--- config.mk ---
export PLATFORM = sky130hd
export DESIGN_NAME = pixconv_out
export DESIGN_NICKNAME = d
export VERILOG_FILES = /design/src/rtl/pixconv_pkg.sv /design/src/rtl/pixconv_halve.sv /design/src/rtl/pixconv_term.sv /design/src/rtl/pixconv_sat.sv /design/src/rtl/pixconv_out.sv
export SDC_FILE = /design/constraint.sdc
export NUM_CORES = 1
export LEC_CHECK = 0
export ABC_AREA = 1
export BUFFER_PORTS_ARGS = -buffer_cell sky130_fd_sc_hd__buf_2
export CAP_MARGIN = 40
export CORE_UTILIZATION = 38
export CTS_CLUSTER_SIZE = 12
export DETAILED_ROUTE_END_ITERATION = 16
export PLACE_DENSITY = 0.59
export SETUP_SLACK_MARGIN = 0.05
export SLEW_MARGIN = 20
export SYNTH_ARGS = -nofsm -noshare
export SYNTH_HDL_FRONTEND = slang
export SYNTH_SLANG_ARGS = --single-unit
export TNS_END_PERCENT = 30
--- constraint.sdc ---
create_clock -name clk -period 16.65 [get_ports clk]
set_input_delay 1.665 -clock clk [delete_from_list [all_inputs] [get_ports clk]]
set_output_delay 1.665 -clock clk [all_outputs]
set_load 0.01 [all_outputs]
--- src/rtl/pixconv_pkg.sv ---
package pixconv_pkg;
  localparam int RAW_W  = 10;
  localparam int PIX_W  = 8;
  localparam int FRAC_W = 12;
  localparam int COEF_W = 14;
  localparam int NTERM  = 4;
  // term order: red<-Cr, green<-Cb, green<-Cr, blue<-Cb
  localparam int COEF_TAB [NTERM] = '{5744, -1408, -2928, 7264};
  localparam bit SRC_IS_CR [NTERM] = '{1'b1, 1'b0, 1'b1, 1'b0};
  localparam int TERM_W = PIX_W + COEF_W - FRAC_W;
  localparam int SUM_W  = TERM_W + 2;

  typedef struct packed {
    logic                    valid;
    logic                    color;
    logic                    unsgn;
    logic signed [PIX_W-1:0] y;
    logic signed [PIX_W-1:0] cb;
    logic signed [PIX_W-1:0] cr;
  } stage1_t;
endpackage

--- src/rtl/pixconv_halve.sv ---
module pixconv_halve #(
  parameter int IN_W  = 10,
  parameter int OUT_W = 8
) (
  input  logic signed [IN_W-1:0]  raw,
  output logic signed [OUT_W-1:0] half
);
  localparam int SW = IN_W + 1;
  localparam logic signed [IN_W-1:0] HI = IN_W'((1 <<< (OUT_W-1)) - 1);
  localparam logic signed [IN_W-1:0] LO = IN_W'(-(1 <<< (OUT_W-1)));

  logic signed [SW-1:0]   bumped;
  logic signed [IN_W-1:0] shifted;

  always_comb begin
    bumped  = SW'(raw) + SW'(1);
    shifted = IN_W'(bumped >>> 1);
    if (shifted > HI)      half = OUT_W'(HI);
    else if (shifted < LO) half = OUT_W'(LO);
    else                   half = OUT_W'(shifted);
  end
endmodule

--- src/rtl/pixconv_term.sv ---
module pixconv_term #(
  parameter int IN_W   = 8,
  parameter int COEF_W = 14,
  parameter int FRAC_W = 12,
  parameter int COEF   = 0
) (
  input  logic signed [IN_W-1:0]               chroma,
  output logic signed [IN_W+COEF_W-FRAC_W-1:0] term
);
  localparam int PW = IN_W + COEF_W;
  localparam int OW = PW - FRAC_W;
  localparam logic signed [COEF_W-1:0] K = COEF_W'(COEF);

  logic signed [PW-1:0] prod;

  always_comb begin
    prod = PW'(chroma) * PW'(K);
    term = OW'(prod >>> FRAC_W);
  end
endmodule

--- src/rtl/pixconv_sat.sv ---
module pixconv_sat #(
  parameter int IN_W  = 12,
  parameter int OUT_W = 8
) (
  input  logic signed [IN_W-1:0]  wide,
  output logic signed [OUT_W-1:0] narrow
);
  localparam logic signed [IN_W-1:0] HI = IN_W'((1 <<< (OUT_W-1)) - 1);
  localparam logic signed [IN_W-1:0] LO = IN_W'(-(1 <<< (OUT_W-1)));

  always_comb begin
    if (wide > HI)      narrow = OUT_W'(HI);
    else if (wide < LO) narrow = OUT_W'(LO);
    else                narrow = OUT_W'(wide);
  end
endmodule

--- src/rtl/pixconv_out.sv ---
module pixconv_out
  import pixconv_pkg::*;
(
  input  logic                    clk,
  input  logic                    rst,
  input  logic                    in_valid,
  input  logic                    color_en,
  input  logic                    unsigned_en,
  input  logic signed [RAW_W-1:0] y_in,
  input  logic signed [RAW_W-1:0] cb_in,
  input  logic signed [RAW_W-1:0] cr_in,
  output logic                    out_valid,
  output logic [PIX_W-1:0]        r_out,
  output logic [PIX_W-1:0]        g_out,
  output logic [PIX_W-1:0]        b_out
);
  // ---------------- stage 1: halve and clamp each component
  logic signed [RAW_W-1:0] raw_vec [3];
  logic signed [PIX_W-1:0] half_vec [3];

  assign raw_vec[0] = y_in;
  assign raw_vec[1] = cb_in;
  assign raw_vec[2] = cr_in;

  for (genvar c = 0; c < 3; c++) begin : g_halve
    pixconv_halve #(.IN_W(RAW_W), .OUT_W(PIX_W)) u_halve (
      .raw  (raw_vec[c]),
      .half (half_vec[c])
    );
  end

  stage1_t s1;

  always_ff @(posedge clk) begin
    if (rst) begin
      s1 <= '0;
    end else begin
      s1.valid <= in_valid;
      if (in_valid) begin
        s1.color <= color_en;
        s1.unsgn <= unsigned_en;
        s1.y     <= half_vec[0];
        s1.cb    <= half_vec[1];
        s1.cr    <= half_vec[2];
      end
    end
  end

  // ---------------- stage 2: colour matrix and saturation
  logic signed [TERM_W-1:0] term_vec [NTERM];

  for (genvar k = 0; k < NTERM; k++) begin : g_term
    pixconv_term #(
      .IN_W(PIX_W), .COEF_W(COEF_W), .FRAC_W(FRAC_W), .COEF(COEF_TAB[k])
    ) u_term (
      .chroma (SRC_IS_CR[k] ? s1.cr : s1.cb),
      .term   (term_vec[k])
    );
  end

  logic signed [SUM_W-1:0] sum_r, sum_g, sum_b;
  logic signed [PIX_W-1:0] sat_r, sat_g, sat_b;

  always_comb begin
    sum_r = SUM_W'(s1.y) + SUM_W'(term_vec[0]);
    sum_g = SUM_W'(s1.y) + SUM_W'(term_vec[1]) + SUM_W'(term_vec[2]);
    sum_b = SUM_W'(s1.y) + SUM_W'(term_vec[3]);
  end

  pixconv_sat #(.IN_W(SUM_W), .OUT_W(PIX_W)) u_sat_r (.wide(sum_r), .narrow(sat_r));
  pixconv_sat #(.IN_W(SUM_W), .OUT_W(PIX_W)) u_sat_g (.wide(sum_g), .narrow(sat_g));
  pixconv_sat #(.IN_W(SUM_W), .OUT_W(PIX_W)) u_sat_b (.wide(sum_b), .narrow(sat_b));

  logic signed [PIX_W-1:0] r_s, g_s, b_s;
  logic                    unsgn2, color2;

  always_ff @(posedge clk) begin
    if (rst) begin
      out_valid <= 1'b0;
      r_s       <= '0;
      g_s       <= '0;
      b_s       <= '0;
      unsgn2    <= 1'b0;
      color2    <= 1'b0;
    end else begin
      out_valid <= s1.valid;
      if (s1.valid) begin
        unsgn2 <= s1.unsgn;
        color2 <= s1.color;
        r_s    <= s1.color ? sat_r : s1.y;
        g_s    <= s1.color ? sat_g : s1.y;
        b_s    <= s1.color ? sat_b : s1.y;
      end
    end
  end

  // offset by 128 is an inversion of the top bit of a signed 8-bit value
  assign r_out = r_s ^ {unsgn2, {(PIX_W-1){1'b0}}};
  assign g_out = g_s ^ {unsgn2, {(PIX_W-1){1'b0}}};
  assign b_out = b_s ^ {unsgn2, {(PIX_W-1){1'b0}}};

  // ---------------- assertions
  a_r2_out_follows_in: assert property (@(posedge clk) disable iff (rst)
    $past(in_valid, 2) |-> out_valid);
  a_r2_no_spurious: assert property (@(posedge clk) disable iff (rst)
    out_valid |-> $past(in_valid, 2));
  a_r3_top_rounds_high: assert property (@(posedge clk) disable iff (rst)
    (in_valid && y_in == 10'sh1FF) |=> (s1.y == 8'sd127));
  a_r4_nonneg_stays: assert property (@(posedge clk) disable iff (rst)
    (in_valid && !y_in[RAW_W-1]) |=> (s1.y >= 0));
  a_r5_mono_equal: assert property (@(posedge clk) disable iff (rst)
    (out_valid && !color2) |-> (r_out == g_out && g_out == b_out));
  a_r6_red_not_below: assert property (@(posedge clk) disable iff (rst)
    (s1.valid && s1.color && !s1.cr[PIX_W-1]) |=> (r_s >= $past(s1.y)));
  a_r7_green_not_above: assert property (@(posedge clk) disable iff (rst)
    (s1.valid && s1.color && !s1.cr[PIX_W-1] && !s1.cb[PIX_W-1]) |=> (g_s <= $past(s1.y)));
  a_r8_blue_not_below: assert property (@(posedge clk) disable iff (rst)
    (s1.valid && s1.color && !s1.cb[PIX_W-1]) |=> (b_s >= $past(s1.y)));
endmodule

==> metrics <==
outcome=finished, final reports clean; maximum capacitance violations=0; worst vdd ir=0.154 mV; crit path launch type=flip-flop; ANT cells=0; EDFF count, synth=0; # nets final=1544; largest family of logic cells by synthesized area=adder cells; WL final=20400 um; Cell Area, Synth=0.00903 mm^2; Fmax=around 160 MHz; LEAKAGE=0.00545 uW; num rows=56; FF+latch count, synth=53; clk root buf=clkbuf_16; crit end category=flip-flop; P per Cell Area=160 mW/mm^2; area grow syn2layout=7.73%; htree depth=2; 1st-pass router iterations=5; layout cell share with drive strength beyond 1=0.0776; Pins Over Slew Limit=0; post-synthesis cell type count=39; pre-CTS setup slack=10.48 ns; core box area=0.0234 mm^2; Starting DRT DRC Count=between 300 and 400; Finished Layout Cells=roughly 1600; XOR/XNOR Fraction of Synth Area=0.0766; Worst-Margin Slew=0.815 ns; post-synthesis mux area share=0; die area=around 0.024 mm^2; detailed placement HPWL=17700 um; Post-route DRC=0; clk slew on worst S/H paths=0.08 ns; setup violators final=0; cell count after placement=1587; largest net degree at the start of global routing=29; Mapped Nets=1509; Synth Area in Simple Gates=0.209; initial antenna violation count=0; Post-Syn Area per Cell=7.28 um^2; total vias in the final route=7489; die height=~160 um; I/O Pins=60; first-pass GRT wire length=34000 um; count leader, synth=nand2_1; Post-Syn Instances=1240; remaining antenna violation count=0; sequential share of the synthesized area=0.117; I/O Buffers=about 60; Required @ worst endpoint=16.83 ns; Compound-Gate Fraction of Synth Area=0.0985; crit path setup slack, layout=between 10 and 15 ns; HP Class=reg2reg; GPL Wtd Cong=0.876; Tmin final=6.20 ns; share of the synthesized area in the top cell type=0.234; Initial Util=0.386; drt wl/cell=12.8 um; clock sink count=53; number of fill cells=2519; crit path DAT=6.38 ns; clock buffer count from CTS=5; Synth Flop Type=dfxtp_1; synth cell count leaders=nand2_1, inv_1, ha_1; CTS Buffer Depth=2; crit-path max FO=7; CP Class=reg2reg; RSZ-0062 raised after global routing=false; setup tns final=0 ns; final-report hold violation count=0; CTS resizes=0; CTS tree=built; Max-slew headroom=0.456; Adder-Cell Fraction of Synth Area=0.378; Tcrit/Tclk final=0.373; clk_skew=0.00766 ns; post-synth top area cell=ha_1; vias in the first global route=roughly 7200; Worst-Skew Late Latency=roughly 0.30 ns; setup bufs post-CTS=0; ys async rst share=0; Die Wd=156 um; Syn. warnings=0; post-DR vias/cell=4.70; GRT overflow=0; cts hold-fix bufs=0; Synth area leaders=ha_1, fa_1, dfxtp_1; total track usage=0.173
[metrics by stage]
stage | utilization | hold WS (ns) | instance area [um^2] | total power, uW
final | 0.416 | 0.464 | 9730 | 1560
after global routing | 0.416 | 0.478 | 9730 | 1770
after CTS | 0.416 | 0.465 | 9730 | 1560
after detailed placement | 0.408 | 0.454 | 9560 | 1430
after global placement | 0.407 | 0.450 | 9530 | 1420
after floorplan | - | 0.446 | 9030 | 1180
[layout make-up]
| type | count | area (um^2) | share of cell area |
|---|---|---|---|
| multi-input combinational | 918 | 6880 | 0.707 |
| inverter | 236 | 886 | 0.0910 |
| timing repair buffer | 61 | 330 | 0.0340 |
| clock inverter | 3 | 47.5 | 0.00489 |
| clock buffer | 5 | 125 | 0.0129 |
| sequential | 53 | 1060 | 0.109 |
| tap | 319 | 399 | 0.0410 |
[metal layers]
metal  GRT usage  wire (um)  vias to the layer above
li1            -          -                     3989
met5           0          0                        -
met4      0.0317        283                        0
met1       0.247      10700                     3361
met3      0.0194        585                       19
met2       0.282       8820                      120
[sequential cells by signal (all words and copies together) (netlist names)]
name,cells
g_s,8
s1,27
out_valid,1
unsgn2,1
b_s,8
r_s,8
[final timing paths]
kind	from	end	slack, ns	depth (start not counted)
worst max register to register	s1[0]$_SDFFE_PP0P_	g_s[1]$_SDFFE_PP0P_	10.45	26
worst max-delay path	s1[0]$_SDFFE_PP0P_	g_s[1]$_SDFFE_PP0P_	10.45	26
worst min register to register	b_s[1]$_SDFFE_PP0P_	b_s[1]$_SDFFE_PP0P_	0.46	2
worst min-delay path	b_s[1]$_SDFFE_PP0P_	b_s[1]$_SDFFE_PP0P_	0.46	2
[power by group]
part / switching, uW / total (uW) / internal [uW] / leakage (uW)
registers: 18.9 / 159 / 140 / 0.000437
logic: 780 / 1280 / 496 / 0.00493
clock network: 49.7 / 122 / 72.1 / 0.0000848
total: 849 / 1560 / 708 / 0.00545
[worst max-delay path, cell delays in order, from the launching register on]
cell and delay, ns:
dfxtp_1 0.44, inv_1 0.13, ha_1 0.44, inv_1 0.13, fa_1 0.72, fa_1 0.50
fa_1 0.52, inv_1 0.04, ha_1 0.33, nand2_1 0.09, inv_1 0.04, a221oi_1 0.24
o21ai_0 0.19, a21oi_1 0.19, xor2_1 0.19, fa_1 0.47, ha_1 0.36, inv_1 0.09
o21bai_1 0.07, a31oi_1 0.18, nand3_1 0.10, nand2_1 0.12, nand2_1 0.08, nand2_1 0.21
nand2_1 0.09, nand3_1 0.08, a21oi_1 0.06
[placed cells by master (no fill, tap or decap), types with 6 or more instances in the layout]
| cell | count |
|---|---|
| nand2_1 | 263 |
| inv_1 | 230 |
| ha_1 | 169 |
| a21oi_1 | 89 |
| nor2_1 | 82 |
| fa_1 | 65 |
| buf_2 | 59 |
| dfxtp_1 | 53 |
| nand3_1 | 52 |
| xor2_1 | 51 |
| o21ai_0 | 38 |
| xnor2_1 | 28 |
| nand4_1 | 19 |
| o21bai_1 | 9 |
| nor2_2 | 6 |
[cells by family (layout without fill, tap and decap cells)]
logic type               Yosys count  in the layout
buffers and inverters            269            305
AND/OR/NAND/NOR                  446            446
flip-flops                        53             53
XOR/XNOR                          79             79
adder cells (fa/ha/maj)          234            234
AO/OA/AOI/OAI                    159            159
Power figures use the tool's default switching activity.
